[src/rtl/timer_pkg.sv]
package timer_pkg;
  localparam int DATA_W = 8;
  localparam int CNT_W  = 8;
  localparam int SEL_W  = 3;

  localparam logic ADDR_COUNT = 1'b0;
  localparam logic ADDR_CTRL  = 1'b1;

  localparam int BIT_RUN  = 7;
  localparam int BIT_MODE = 6;
  localparam int BIT_WDF  = 5;
  localparam int BIT_INTF = 4;

  typedef enum logic {
    MODE_INTERVAL = 1'b0,
    MODE_WATCHDOG = 1'b1
  } mode_e;

  typedef struct packed {
    logic             run;
    mode_e            mode;
    logic [SEL_W-1:0] sel;
  } ctrl_t;
endpackage

[src/rtl/tmr_rst_sync.sv]
module tmr_rst_sync (
  input  logic clk,
  input  logic rst_n,
  output logic rst_n_o
);
  logic [1:0] sync_q;

  always_ff @(posedge clk or negedge rst_n) begin
    if (!rst_n) sync_q <= 2'b00;
    else        sync_q <= {sync_q[0], 1'b1};
  end

  assign rst_n_o = sync_q[1];
endmodule

[src/rtl/tmr_prescaler.sv]
module tmr_prescaler
  import timer_pkg::*;
#(
  parameter int BASE_LOG2 = 5
) (
  input  logic             clk,
  input  logic             rst_n,
  input  logic             run_i,
  input  logic [SEL_W-1:0] sel_i,
  output logic             tick_o
);
  localparam int PRE_W = BASE_LOG2 + (1 << SEL_W) - 1;

  logic [PRE_W-1:0] pre_q, pre_d, mask;

  always_comb begin
    mask   = (PRE_W'(1) << (BASE_LOG2 + int'(sel_i))) - PRE_W'(1);
    tick_o = run_i && ((pre_q & mask) == mask);
    pre_d  = run_i ? pre_q + PRE_W'(1) : '0;
  end

  always_ff @(posedge clk or negedge rst_n) begin
    if (!rst_n) pre_q <= '0;
    else        pre_q <= pre_d;
  end
endmodule

[src/rtl/tmr_counter.sv]
module tmr_counter
  import timer_pkg::*;
(
  input  logic             clk,
  input  logic             rst_n,
  input  logic             tick_i,
  input  logic             load_i,
  input  logic [CNT_W-1:0] load_val_i,
  output logic [CNT_W-1:0] cnt_o,
  output logic             wrap_o
);
  logic [CNT_W-1:0] cnt_q, cnt_d;
  logic             cnt_en;

  always_comb begin
    cnt_en = load_i || tick_i;
    cnt_d  = load_i ? load_val_i : cnt_q + CNT_W'(1);
    wrap_o = tick_i && !load_i && (cnt_q == '1);
  end

  always_ff @(posedge clk or negedge rst_n) begin
    if (!rst_n)      cnt_q <= '0;
    else if (cnt_en) cnt_q <= cnt_d;
  end

  assign cnt_o = cnt_q;
endmodule

[src/rtl/tmr_regs.sv]
module tmr_regs
  import timer_pkg::*;
(
  input  logic              clk,
  input  logic              rst_n,
  input  logic              wr_en,
  input  logic              wr_addr,
  input  logic [DATA_W-1:0] wr_data,
  input  logic              set_wd_i,
  input  logic              set_int_i,
  output ctrl_t             ctrl_o,
  output logic              wd_flag_o,
  output logic              int_flag_o
);
  ctrl_t ctrl_q, ctrl_d;
  logic  ctrl_wr;
  logic  wdf_q, wdf_d, intf_q, intf_d;

  always_comb begin
    ctrl_wr = wr_en && (wr_addr == ADDR_CTRL);
    ctrl_d  = ctrl_q;
    ctrl_d.run  = wr_data[BIT_RUN];
    ctrl_d.mode = mode_e'(wr_data[BIT_MODE]);
    if (!ctrl_q.run) ctrl_d.sel = wr_data[SEL_W-1:0];
    wdf_d  = set_wd_i  || (wdf_q  && !(ctrl_wr && !wr_data[BIT_WDF]));
    intf_d = set_int_i || (intf_q && !(ctrl_wr && !wr_data[BIT_INTF]));
  end

  always_ff @(posedge clk or negedge rst_n) begin
    if (!rst_n) begin
      ctrl_q <= '{run: 1'b0, mode: MODE_INTERVAL, sel: '0};
    end else if (ctrl_wr) begin
      ctrl_q <= ctrl_d;
    end
  end

  always_ff @(posedge clk or negedge rst_n) begin
    if (!rst_n) begin
      wdf_q  <= 1'b0;
      intf_q <= 1'b0;
    end else begin
      wdf_q  <= wdf_d;
      intf_q <= intf_d;
    end
  end

  assign ctrl_o     = ctrl_q;
  assign wd_flag_o  = wdf_q;
  assign int_flag_o = intf_q;
endmodule

[src/rtl/tmr_events.sv]
module tmr_events
  import timer_pkg::*;
#(
  parameter int RST_CYCLES = 16
) (
  input  logic  clk,
  input  logic  rst_n,
  input  logic  wrap_i,
  input  mode_e mode_i,
  output logic  irq_o,
  output logic  req_o
);
  localparam int HW = $clog2(RST_CYCLES + 1);

  logic          irq_q, irq_d;
  logic [HW-1:0] hold_q, hold_d;

  always_comb begin
    irq_d = wrap_i && (mode_i == MODE_INTERVAL);
    if (wrap_i && (mode_i == MODE_WATCHDOG)) hold_d = HW'(RST_CYCLES);
    else if (hold_q != '0)                   hold_d = hold_q - HW'(1);
    else                                     hold_d = '0;
  end

  always_ff @(posedge clk or negedge rst_n) begin
    if (!rst_n) begin
      irq_q  <= 1'b0;
      hold_q <= '0;
    end else begin
      irq_q  <= irq_d;
      hold_q <= hold_d;
    end
  end

  assign irq_o = irq_q;
  assign req_o = (hold_q != '0);
endmodule

[src/rtl/dual_mode_timer.sv]
module dual_mode_timer
  import timer_pkg::*;
#(
  parameter int BASE_LOG2  = 5,
  parameter int RST_CYCLES = 16
) (
  input  logic              clk,
  input  logic              rst_n,
  input  logic              wr_en,
  input  logic              wr_addr,
  input  logic [DATA_W-1:0] wr_data,
  input  logic              rd_addr,
  output logic [DATA_W-1:0] rd_data,
  output logic              irq_o,
  output logic              reset_req_o
);
  logic             rst_n_s;
  ctrl_t            ctrl;
  logic             wd_flag, int_flag;
  logic             tick, wrap, cnt_load;
  logic             set_wd, set_int;
  logic [CNT_W-1:0] cnt;

  tmr_rst_sync u_rst_sync (
    .clk     (clk),
    .rst_n   (rst_n),
    .rst_n_o (rst_n_s)
  );

  tmr_prescaler #(.BASE_LOG2(BASE_LOG2)) u_prescaler (
    .clk    (clk),
    .rst_n  (rst_n_s),
    .run_i  (ctrl.run),
    .sel_i  (ctrl.sel),
    .tick_o (tick)
  );

  assign cnt_load = wr_en && (wr_addr == ADDR_COUNT);

  tmr_counter u_counter (
    .clk        (clk),
    .rst_n      (rst_n_s),
    .tick_i     (tick),
    .load_i     (cnt_load),
    .load_val_i (wr_data[CNT_W-1:0]),
    .cnt_o      (cnt),
    .wrap_o     (wrap)
  );

  assign set_wd  = wrap && (ctrl.mode == MODE_WATCHDOG);
  assign set_int = wrap && (ctrl.mode == MODE_INTERVAL);

  tmr_regs u_regs (
    .clk        (clk),
    .rst_n      (rst_n_s),
    .wr_en      (wr_en),
    .wr_addr    (wr_addr),
    .wr_data    (wr_data),
    .set_wd_i   (set_wd),
    .set_int_i  (set_int),
    .ctrl_o     (ctrl),
    .wd_flag_o  (wd_flag),
    .int_flag_o (int_flag)
  );

  tmr_events #(.RST_CYCLES(RST_CYCLES)) u_events (
    .clk    (clk),
    .rst_n  (rst_n_s),
    .wrap_i (wrap),
    .mode_i (ctrl.mode),
    .irq_o  (irq_o),
    .req_o  (reset_req_o)
  );

  always_comb begin
    rd_data = '0;
    if (rd_addr == ADDR_CTRL) begin
      rd_data[BIT_RUN]     = ctrl.run;
      rd_data[BIT_MODE]    = ctrl.mode;
      rd_data[BIT_WDF]     = wd_flag;
      rd_data[BIT_INTF]    = int_flag;
      rd_data[SEL_W-1:0]   = ctrl.sel;
    end else begin
      rd_data[CNT_W-1:0]   = cnt;
    end
  end
endmodule

[config.mk]
export PLATFORM = sky130hd
export DESIGN_NAME = dual_mode_timer
export DESIGN_NICKNAME = d
export VERILOG_FILES = /design/src/rtl/timer_pkg.sv /design/src/rtl/tmr_rst_sync.sv /design/src/rtl/tmr_prescaler.sv /design/src/rtl/tmr_counter.sv /design/src/rtl/tmr_regs.sv /design/src/rtl/tmr_events.sv /design/src/rtl/dual_mode_timer.sv
export SDC_FILE = /design/constraint.sdc
export NUM_CORES = 1
export LEC_CHECK = 0
export ABC_AREA = 0
export ABC_CLOCK_PERIOD_IN_PS = 1400
export BUFFER_PORTS_ARGS = -buffer_cell sky130_fd_sc_hd__buf_2
export CAP_MARGIN = 10
export CORE_ASPECT_RATIO = 0.5
export CORE_MARGIN = 1
export CORE_UTILIZATION = 28
export CTS_BUF_LIST = sky130_fd_sc_hd__clkbuf_8 sky130_fd_sc_hd__clkbuf_16
export CTS_CLUSTER_DIAMETER = 50
export DETAILED_ROUTE_END_ITERATION = 12
export MAX_ROUTING_LAYER = met4
export SLEW_MARGIN = 20
export SYNTH_ARGS = -nofsm -noshare
export SYNTH_HDL_FRONTEND = slang
export SYNTH_SLANG_ARGS = --single-unit
[constraint.sdc]
create_clock -name clk -period 1.4 [get_ports clk]
set_clock_uncertainty 0.1 [all_clocks]
set_input_delay 0.14 -clock clk [delete_from_list [all_inputs] [get_ports clk]]
set_output_delay 0.14 -clock clk [all_outputs]
set_load 0.005 [all_outputs]
## After elaboration in Yosys (flattened, before gate mapping)

Cells that the tools add are included.

- Input port bits: 13
- Register bits: 35
- Word-level logic and storage cells: 50
- Output and inout bits: 10

- Shift-type cells: 1
- Reduce and logical (&&, ||, !) cells: 21
- Mux-type cells: 7
- Equal/unequal tests: 2
- Add/subtract/negate cells: 5
- Bitwise operators: 4

Operators by type and width:

| kind | number |
|---|---|
| 1-bit by 32-bit << shifter with 12-bit output, first input constant | 1 |
| 12-bit by 1-bit adder with 12-bit output, second input constant | 1 |
| 12-bit bitwise AND | 1 |
| 12-bit equality test | 1 |
| 12-bit two-way mux | 1 |
| 12-bit by 2-bit subtractor with 12-bit output, second input constant | 1 |
| 1-bit logical AND | 11 |
| 5-bit two-way mux | 2 |
| 8-bit by 1-bit adder with 8-bit output, second input constant | 1 |
| 8-bit equality test, second input constant | 1 |
| 8-bit two-way mux | 1 |
| 1-bit zero test | 5 |
| 5-bit nonzero test | 1 |
| 5-bit by 1-bit subtractor with 5-bit output, second input constant | 1 |
| 3-bit by 3-bit adder with 4-bit output, first input constant | 1 |
| 4-bit two-way mux | 1 |
| 1-bit logical OR | 3 |
| 3-bit two-way mux | 1 |
| 1-bit inverter | 3 |
| 2-bit AND reduction | 1 |
| 1-bit two-way mux | 1 |

## Longest topological paths before layout

Gate-level depths: netlist (run 1).

- Word-level depth: 10
- Mapped depth: 8
- Gate-level depth less buffers: 6

## Modules after synthesis

From an unflattened synthesis (run 1), not the netlist that was laid out.

- Cells, all modules: 180
- Area, all modules: 1,926.8 µm²

By module, submodules not included:

| module | sequential area each (µm²) | cells an instance | instances | area each (µm²) |
|---|---|---|---|---|
| tmr_prescaler | 300.3 | 74 | 1 | 718.2 |
| tmr_counter | 200.2 | 51 | 1 | 465.4 |
| tmr_events | 150.1 | 22 | 1 | 272.8 |
| tmr_regs | 175.2 | 18 | 1 | 272.8 |
| dual_mode_timer | 0.0 | 12 | 1 | 143.9 |
| tmr_rst_sync | 50.0 | 3 | 1 | 53.8 |

## Worst setup path before layout (run 1)

OpenSTA, ideal clock, no wires.

- Path type: register -> register
- Start point: register u_regs.ctrl_q (netlist bit u_regs.ctrl_o[1])
- End point: register u_counter.cnt_q[0] (netlist: u_counter.cnt_o[0])
- Path buffers: 3
- Data arrival time: 2.093 ns
- Setup slack: -0.863 ns
- Clock period less this slack: 2.263 ns
- Required time: 1.231 ns
- Setup time: 0.069 ns
- Stages on the path, launching flop included: 9
- Cells stage by stage: dfrtp_1 > buf_6 > a21oi_1 > o221ai_2 > or4_1 > buf_2 > buf_6 > or4_1 > nand3_1

- Cells in the longest elaborated chain, start to end: 7

RTL lines:

| item | RTL line | RTL |
|---|---|---|
| from (decl) | tmr_regs.sv:15 | `ctrl_t ctrl_q, ctrl_d;` |
| from (signal assigned) | tmr_regs.sv:31 | `ctrl_q <= '{run: 1'b0, mode: MODE_INTERVAL, sel: '0};` |
| from (signal assigned) | tmr_regs.sv:33 | `ctrl_q <= ctrl_d;` |
| 3-bit by 3-bit adder with 4-bit output * | tmr_prescaler.sv:17 | `mask = (PRE_W'(1) << (BASE_LOG2 + int'(sel_i))) - PRE_W'(1);` |
| 1-bit by 32-bit << shifter with 12-bit output * | tmr_prescaler.sv:17 |  |
| 12-bit by 2-bit subtractor with 12-bit output * | tmr_prescaler.sv:17 |  |
| 12-bit bitwise AND | tmr_prescaler.sv:18 | `tick_o = run_i && ((pre_q & mask) == mask);` |
| 12-bit equality test * | tmr_prescaler.sv:18 |  |
| 1-bit logical AND * | tmr_prescaler.sv:18 |  |
| 1-bit logical OR * | tmr_counter.sv:16 | `cnt_en = load_i \|\| tick_i;` |
| to (signal assigned) | tmr_counter.sv:23 | `else if (cnt_en) cnt_q <= cnt_d;` |
| to (decl) | tmr_counter.sv:12 | `logic [CNT_W-1:0] cnt_q, cnt_d;` |

Every way passes the cells marked *; elsewhere a longest branch is shown, timed or not.
A chain may end at the register's enable or synchronous reset.

## Worst setup path in the final report (run 1)

- Start point: register u_regs.ctrl_q (netlist bit u_regs.ctrl_o[2])
- End point: register u_counter.cnt_q[2] (netlist: u_counter.cnt_o[2])

Same word-level chain as after synthesis.

==> results of run 1 <==
[cells in the mapped netlist, types with 2 or more instances]
library cell   n  area share, %
buf_6          2            1.2
nor2_1        17            3.4
nor3_1         4            1.1
and2_1         9            3.0
ha_1           4            2.7
or4_1          8            3.2
and3_1         4            1.3
nand2b_1       3            1.0
dfrtp_1       35             47
nand2_1        9            1.8
nor2b_1        5            1.7
o31ai_1        8            3.2
xnor2_1        8            3.8
a31oi_1        8            2.7
clkbuf_1       4           0.80
mux2_2        12            7.2
xor2_1         3            1.4
a21oi_1        3           0.80
inv_1          5            1.0
nand3_1       15            4.0
o21ai_0        7            1.9
[power by group through the flow]
stage               registers [mW]  clock network, mW  logic (mW)
finish                        1.31               1.08        1.41
floorplan                     1.31                  0       0.465
global route                  1.32               1.15        1.54
detailed placement            1.30                  0       0.942
CTS                           1.29               1.08        1.18
global placement              1.29                  0       0.900
[layout make-up]
cell class,count,area [µm²]
timing repair buffer,95,768
fill,558,3220
multi-input combinational,142,1110
sequential,35,882
inverter,5,18.8
tap,88,110
clock buffer,5,125
clock inverter,3,20.0
[kinds of logic (layout without fill, tap and decap cells)]
kind of cell,Yosys count,after routing,synth area share [%]
AND/OR/NAND/NOR,78,78,21.9
flip-flops,35,35,46.9
AO/OA/AOI/OAI,33,33,12.0
multiplexers,13,13,7.78
buffers and inverters,12,108,3.29
XOR/XNOR,11,11,5.16
adder cells (fa/ha/maj),4,4,2.68
other,1,3,0.201
[through the flow]
step | utilization [%] | std cells
6_report | 48.5 | 373
5_1_grt | 48.5 | 373
4_1_cts | 46.3 | 366
3_5_place_dp | 39.6 | 346
3_3_place_gp | 39.6 | 346
2_1_floorplan | - | 189
[path summary, 6_finish.rpt]
| kind | slack [ns] | startpoint | depth (start not counted) | to |
|---|---|---|---|---|
| max | -0.75 | u_regs.ctrl_o[2]$_DFFE_PN0P_ | 6 | u_counter.cnt_o[2]$_DFFE_PN0P_ |
| min | 0.01 | wr_data[0] | 3 | u_counter.cnt_o[0]$_DFFE_PN0P_ |
| max reg2reg | -0.75 | u_regs.ctrl_o[2]$_DFFE_PN0P_ | 6 | u_counter.cnt_o[2]$_DFFE_PN0P_ |
| min reg2reg | 0.17 | u_rst_sync.sync_q[1]$_DFF_PN0_ | 1 | u_counter.cnt_o[6]$_DFFE_PN0P_ |
| max in group asynchronous | 0.70 | u_rst_sync.sync_q[1]$_DFF_PN0_ | 1 | u_regs.ctrl_o[0]$_DFFE_PN0P_ |
| min in group asynchronous | 0.07 | rst_n | 2 | u_rst_sync.sync_q[1]$_DFF_PN0_ |
[repair_timing]
item / in CTS / in global routing
gates resized for setup: 47 / 25
hold buffers: 1 / 0
setup buffers: 11 / 11
gates cloned: 1 / 0
pin swaps: 27 / 9
endpoints found under the hold margin: 2 / 0
setup endpoints to repair: 34 / 36
[sequential cells by signal, indices dropped and copies added, names as in the netlist]
register,flops
u_counter.cnt_o,8
u_events.hold_q,5
u_events.irq_o,1
u_prescaler.pre_q,12
u_regs.ctrl_o,5
u_regs.int_flag_o,1
u_regs.wd_flag_o,1
u_rst_sync.sync_q,2
[worst max-delay path, stage by stage (launching register included)]
cell     delay [ns]
dfrtp_2        0.44
nor3_2         0.17
nor2_1         0.07
or4_4          0.54
buf_6          0.15
or4_4          0.47
a31oi_2        0.13
[layer usage]
layer | up-vias | global-route usage, % | routed length (µm) | share of wire (%)
li1 | 870 | - | - | -
met1 | 887 | 18.2 | 2330 | 45
met2 | 39 | 29.6 | 2530 | 49
met3 | 8 | 4.29 | 227 | 4.4
met4 | 0 | 5.57 | 96 | 1.9
met5 | - | - | 0 | 0
==> flow_metrics.py, run 1 <==
metrics = {
    "run_status": {
        "status": "finished, violations left",
        "violations": "setup timing",
    },
    "synth": {
        "ys.flop_type": "dfrtp_1",
        "syn_area_per_cell_um2": 9.98,
        "yosysUniqueCellTypes": 35,
        "synth_cells": 187,
        "ys_ff_latch": 35,
        "ys_seq_area_share_pct": 46.9,
        "syn_area_mm2": 0.00187,
        "synth-async-reset-ratio_pct": 100,
        "synth_edf_count": 0,
        "yosysWarnings": 0,
    },
    "detailed_routing": {
        "viasPerCell": 4.84,
        "wl_per_cell_um": 13.9,
        "drc": 0,
        "wirelength_um": 5190,
        "routed-via-count": 1804,
        "drt-pass1-iter-count": 4,
        "drt-initial-drc-count": 78,
        "ant_nets": 0,
    },
    "placement": {
        "gp_congestion": 0.841,
        "post-place-ws_ns": -0.784,
        "post-dp-hpwl_um": 3290,
        "placed_area_mm2": 0.00247,
        "io_buffers": 22,
    },
    "setup_path": {
        "cp_max_fo": 7,
        "cp.required_ns": 1.50,
        "crit_type": "register to register",
        "crit_arrival_ns": 2.25,
        "worstSetupEndpointType": "register",
        "crit_path_start_kind": "register",
    },
    "grt": {
        "grt_max_degree": 34,
        "overflow": 0,
        "grt_pass1_wl_um": 8430,
        "antenna_found_initial": 0,
        "grt_pass1_vias": 1792,
        "track_usage_pct": 16.4,
    },
    "pwr": {
        "power.leakage_nw": 1.37,
        "ir_drop_mv": 0.548,
        "seq_power_share_pct": 34.5,
        "swShare_pct": 30.0,
        "power_density_mw_per_mm2": 1250,
        "power_frac_comb_pct": 37.2,
        "finalPower_mw": 3.80,
        "clkPwrFrac_pct": 28.4,
        "switchingPower_mw": 1.14,
        "p_int_mw": 2.66,
    },
    "floorplanning": {
        "core_area_mm2": 0.00626,
        "start_util_pct": 29.8,
        "io_pins": 23,
        "die_w_um": 117,
        "die_y_um": 59.7,
        "dieArea_mm2": 0.00701,
        "std_cell_rows": 20,
    },
    "timing": {
        "finalCritPeriodShare_pct": 153,
        "finalSetupTns_ns": -11.14,
        "slew_violations": 0,
        "hold_viol_final": 0,
        "final.min_clock_period_ns": 2.15,
        "grt_setup_unrepaired": "yes",
        "fin_ws_ns": -0.746,
        "fmaxAchievable_ghz": 0.466,
        "whs_ns": 0.00951,
        "setup_viol": 27,
    },
    "final_layout": {
        "nets": 301,
        "design_area_mm2": 0.00303,
        "final_cell_mix": "50 x buf_4, 30 x dfrtp_1, 26 x buf_6",
        "drive_gt1_share_pct": 51.2,
        "synthToLayoutAreaGrowth_pct": 62.6,
        "diodes": 0,
        "final_common_cell": "buf_4",
    },
    "clocking": {
        "clkSlewWorstSetupHoldPaths_ns": 0.05,
        "tritoncts": "yes",
        "insertion_delay_ns": 0.28,
        "cts-root-buf": "clkbuf_16",
        "cts_max_path_buffers": 2,
        "cts_sinks": 35,
        "cts-htree-levels": 2,
        "cts_buffers": 5,
    },
    "hold_path": {
        "hold_class": "input port to register",
    },
    "job": {
        "maxCapViolCount": 0,
    },
}
Power figures use the tool's default switching activity.
==> inputs of run 2 (changes only) <==
==> constraint.sdc (replaced) <==
create_clock -name clk -period 1.4 [get_ports clk]
set_clock_uncertainty 0.1 [all_clocks]
set_input_delay 0.14 -clock clk [delete_from_list [all_inputs] [get_ports clk]]
set_output_delay 0.14 -clock clk [all_outputs]
set_load 0.01 [all_outputs]
==> flow_metrics.py, run 2 (synthesis results as in run 1) <==
metrics = {
    "clocking": {
        "cts_max_path_buffers": 2,
        "cts_sinks": 35,
        "cts-htree-levels": 2,
        "clkSlewWorstSetupHoldPaths_ns": 0.06,
        "tritoncts": "yes",
        "insertion_delay_ns": 0.28,
        "cts_buffers": 5,
        "cts-root-buf": "clkbuf_16",
    },
    "final_layout": {
        "largest_register_ffs": 12,
        "final_cell_mix": "53 x buf_4, 30 x dfrtp_1, 28 x buf_6",
        "fin_util_pct": 49.3,
        "stdcell_count": 374,
        "top_register": "u_prescaler.pre_q",
        "nets": 302,
        "design_area_mm2": 0.00309,
        "drive_gt1_share_pct": 52.4,
        "final_common_cell": "buf_4",
        "synthToLayoutAreaGrowth_pct": 65.4,
        "diodes": 0,
    },
    "placement": {
        "post-place-ws_ns": -0.784,
        "placed_cells": 346,
        "gp_congestion": 0.841,
        "io_buffers": 22,
        "post-dp-hpwl_um": 3290,
        "placed_area_mm2": 0.00247,
    },
    "detailed_routing": {
        "drc": 0,
        "wl_per_cell_um": 13.7,
        "ant_nets": 0,
        "routed-via-count": 1774,
        "drt-initial-drc-count": 82,
        "viasPerCell": 4.74,
        "wirelength_um": 5120,
        "drt-pass1-iter-count": 4,
    },
    "floorplanning": {
        "dieArea_mm2": 0.00701,
        "io_pins": 23,
        "start_util_pct": 29.8,
        "std_cell_rows": 20,
        "core_area_mm2": 0.00626,
        "die_y_um": 59.7,
        "die_w_um": 117,
    },
    "timing": {
        "slew_violations": 0,
        "fin_ws_ns": -0.744,
        "setup_viol": 28,
        "hold_viol_final": 0,
        "finalCritPeriodShare_pct": 153,
        "final.min_clock_period_ns": 2.14,
        "grt_setup_unrepaired": "yes",
        "fmaxAchievable_ghz": 0.466,
    },
    "pwr": {
        "finalPower_mw": 3.86,
        "power_density_mw_per_mm2": 1250,
        "power.leakage_nw": 1.40,
        "ir_drop_mv": 0.569,
    },
    "grt": {
        "antenna_found_initial": 0,
        "overflow": 0,
        "grt_max_degree": 34,
        "grt_pass1_vias": 1829,
        "track_usage_pct": 16.7,
        "grt_pass1_wl_um": 8560,
    },
    "setup_path": {
        "crit_type": "register to register",
        "worstSetupEndpointType": "register",
        "reg2reg_slack_ns": -0.74,
        "reg2reg_from": "u_regs.ctrl_o[2]$_DFFE_PN0P_",
        "worstRegToRegCells": 6,
        "r2r_end": "u_counter.cnt_o[6]$_DFFE_PN0P_",
        "crit_arrival_ns": 2.25,
        "cp.required_ns": 1.50,
        "crit_path_start_kind": "register",
        "cp_max_fo": 7,
    },
    "hold_path": {
        "min_from": "wr_data[0]",
        "hold_class": "input port to register",
        "whs_path_depth": 3,
        "holdPathEnd": "u_counter.cnt_o[0]$_DFFE_PN0P_",
    },
    "run_status": {
        "violations": "setup timing",
        "status": "finished, violations left",
    },
    "job": {
        "maxCapViolCount": 0,
    },
}
## run 2: cell count changes in the layout (fill, tap and decap cells not counted), sizes merged
cell,change
buf,+1
## run 2: how the worst max path moves through the flow
stage	startpoint	to	slack (ns)	cells after the start
after floorplan	u_regs.ctrl_o[2]$_DFFE_PN0P_	u_counter.cnt_o[0]$_DFFE_PN0P_	-0.75	7
after global placement	u_regs.ctrl_o[0]$_DFFE_PN0P_	u_counter.cnt_o[2]$_DFFE_PN0P_	-0.75	6
after detailed placement	u_regs.ctrl_o[0]$_DFFE_PN0P_	u_counter.cnt_o[2]$_DFFE_PN0P_	-0.78	6
after CTS	u_regs.ctrl_o[0]$_DFFE_PN0P_	u_counter.cnt_o[0]$_DFFE_PN0P_	-0.72	6
after global routing	u_regs.ctrl_o[2]$_DFFE_PN0P_	u_counter.cnt_o[2]$_DFFE_PN0P_	-0.80	6
final	u_regs.ctrl_o[2]$_DFFE_PN0P_	u_counter.cnt_o[6]$_DFFE_PN0P_	-0.74	6
## run 2: per-stage QoR
stage / hold WS, ns / setup TNS [ns]
3_5_place_dp: -0.172 / -10.71
4_1_cts: 0.00402 / -10.52
3_3_place_gp: -0.175 / -9.99
2_1_floorplan: -0.256 / -8.50
5_1_grt: 0.0100 / -13.20
6_report: 0.00787 / -11.02
## run 2: worst max-delay path, cell delays in order, from the launching register on
cell and delay, ns:
dfrtp_2 0.44, nor3_2 0.17, nor2_1 0.07, or4_4 0.53, buf_6 0.15, or4_4 0.44
a31oi_4 0.18
## run 2: final cells by class
cell class,count,area [µm²]
multi-input cells,142,1140
inverters,5,18.8
clock buffers,5,125
flip-flops and latches,35,882
clock inverters,3,20.0
well taps,88,110
repair buffers,96,793
fillers,552,3170
## run 2: layer usage
metal	global-route usage, %	wire length, µm	vias to the layer above
met5	-	0	-
met4	6.12	78	0
met3	4.29	186	6
met2	30.4	2510	31
met1	18.0	2350	869
li1	-	-	868
## run 2: timing repair
| action | CTS | global route |
|---|---|---|
| hold endpoints to repair | 2 | 0 |
| cloned | 1 | 0 |
| hold buffers | 1 | 0 |
| setup endpoints to repair | 34 | 36 |
| gates resized for setup | 53 | 27 |
| buffers inserted | 12 | 11 |
| pin swaps | 27 | 7 |
## run 2: report_power, final
group          switching, mW  internal [mW]
sequential             0.140           1.17
combinational          0.597          0.884
clock                  0.423          0.654
total                   1.16           2.70
==> inputs of run 3 (changes only) <==
- CORE_ASPECT_RATIO: 0.5 -> unset
==> flow_metrics.py, run 3 (synthesis results as in run 1) <==
metrics = {
    "final_layout": {
        "largest_register_ffs": 12,
        "nets": 297,
        "synthToLayoutAreaGrowth_pct": 56.6,
        "final_common_cell": "buf_4",
        "design_area_mm2": 0.00292,
        "top_register": "u_prescaler.pre_q",
        "final_cell_mix": "51 x buf_4, 32 x dfrtp_1, 21 x buf_6",
        "drive_gt1_share_pct": 47.3,
        "fin_util_pct": 45.7,
        "diodes": 0,
    },
    "pwr": {
        "power.leakage_nw": 1.33,
        "ir_drop_mv": 0.735,
        "finalPower_mw": 3.25,
        "power_density_mw_per_mm2": 1110,
    },
    "setup_path": {
        "crit_chain": "nor3_4 > nor2_2 > or4_4 > buf_6 > or4_1 > a31oi_1",
        "crit_type": "register to register",
        "cp.required_ns": 1.52,
        "cp_slowest_stage_delay_ns": 0.52,
        "worstRegToRegCells": 6,
        "cp_max_fo": 8,
        "r2r_end": "u_counter.cnt_o[2]$_DFFE_PN0P_",
        "crit_arrival_ns": 2.27,
        "reg2reg_from": "u_regs.ctrl_o[1]$_DFFE_PN0P_",
        "crit_path_start_kind": "register",
        "worstSetupEndpointType": "register",
        "reg2reg_slack_ns": -0.75,
        "critPathSlowestCell": "or4_4",
        "critical_path.startpoint": "u_regs.ctrl_o[1]$_DFFE_PN0P_",
    },
    "clocking": {
        "cts_sinks": 35,
        "clkSlewWorstSetupHoldPaths_ns": 0.07,
        "cts-htree-levels": 2,
        "cts-root-buf": "clkbuf_8",
        "tritoncts": "yes",
        "insertion_delay_ns": 0.29,
        "cts_buffers": 5,
        "cts_max_path_buffers": 2,
    },
    "placement": {
        "placed_area_mm2": 0.00244,
        "gp_congestion": 0.761,
        "io_buffers": 22,
        "post-dp-hpwl_um": 3320,
    },
    "detailed_routing": {
        "wirelength_um": 4810,
        "routed-via-count": 1730,
        "drt-initial-drc-count": 52,
        "drc": 0,
        "wl_per_cell_um": 13.4,
        "ant_nets": 0,
        "viasPerCell": 4.83,
        "drt-pass1-iter-count": 4,
    },
    "timing": {
        "grt_setup_unrepaired": "yes",
        "setup_viol": 29,
        "slew_violations": 0,
        "final.min_clock_period_ns": 2.15,
        "finalCritPeriodShare_pct": 153,
        "hold_viol_final": 0,
        "fmaxAchievable_ghz": 0.465,
        "fin_ws_ns": -0.749,
    },
    "hold_path": {
        "min_from": "wr_data[4]",
        "hold_class": "input port to register",
        "whs_path_depth": 3,
        "holdPathEnd": "u_counter.cnt_o[4]$_DFFE_PN0P_",
    },
    "grt": {
        "antenna_found_initial": 0,
        "grt_pass1_wl_um": 8400,
        "grt_max_degree": 34,
        "grt_pass1_vias": 1806,
        "overflow": 0,
        "track_usage_pct": 15.4,
    },
    "floorplanning": {
        "dieArea_mm2": 0.00699,
        "die_w_um": 83.6,
        "std_cell_rows": 29,
        "die_y_um": 83.6,
        "io_pins": 23,
        "core_area_mm2": 0.00639,
        "start_util_pct": 29.2,
    },
    "job": {
        "maxCapViolCount": 0,
    },
    "run_status": {
        "violations": "setup timing",
        "status": "finished, violations left",
    },
}
-- run 3: cell count changes in the layout (fill, tap and decap cells not counted), moves of 3 or more --
cell,delta
nand3_1,+3
dlygate4sd3_1,+3
buf_6,-7
clkbuf_8,+5
clkbuf_16,-5
-- run 3: worst max-delay path: cells and delay by family, from the launching register on --
kind / cells / cell delay [ns]
buf+inv: 1 / 0.15
simple gates: 4 / 1.24
flops: 1 / 0.46
compound gates: 1 / 0.13
-- run 3: layout make-up --
cell class	instances	area, µm²
tap	77	96.3
fill	607	3460
inverter	5	18.8
timing repair buffer	91	749
sequential	35	880
clock inverter	3	20.0
clock buffer	5	68.8
multi-input combinational	142	1090
-- run 3: worst max-delay path by stage --
| stage | endpoint | slack [ns] | depth (start not counted) |
|---|---|---|---|
| after floorplan | u_counter.cnt_o[0]$_DFFE_PN0P_ | -0.75 | 7 |
| after global placement | u_counter.cnt_o[2]$_DFFE_PN0P_ | -0.75 | 6 |
| after detailed placement | u_counter.cnt_o[2]$_DFFE_PN0P_ | -0.80 | 6 |
| after CTS | u_counter.cnt_o[2]$_DFFE_PN0P_ | -0.75 | 6 |
| after global routing | u_counter.cnt_o[6]$_DFFE_PN0P_ | -0.83 | 6 |
| final | u_counter.cnt_o[2]$_DFFE_PN0P_ | -0.75 | 6 |
-- run 3: report_power, final --
part / internal [mW] / switching, mW
sequential: 1.16 / 0.149
combinational: 0.721 / 0.489
clock: 0.346 / 0.383
-- run 3: metal layers --
metal | global-route usage (%) | share of wire [%] | vias up
met5 | - | 0 | -
met4 | 5.08 | 1.4 | 0
met3 | 3.46 | 2.8 | 10
met2 | 25.4 | 49 | 23
met1 | 18.8 | 47 | 837
li1 | - | - | 860
-- run 3: repair_timing --
item,CTS,global route
hold buffers,4,0
endpoints found under the setup margin,30,34
resized for setup,51,9
pin swaps,19,6
setup buffers,10,6
gates cloned,1,0
endpoints found under the hold margin,5,0
-- run 3: through the flow --
stage,setup slack [ns],hold slack [ns],TNS [ns],std cells
final,-0.749,0.0251,-10.75,358
after global routing,-0.826,0.0254,-13.25,358
after CTS,-0.746,0.0143,-10.63,354
after detailed placement,-0.803,-0.172,-10.03,331
after global placement,-0.754,-0.174,-9.39,331
after floorplan,-0.754,-0.256,-8.50,189
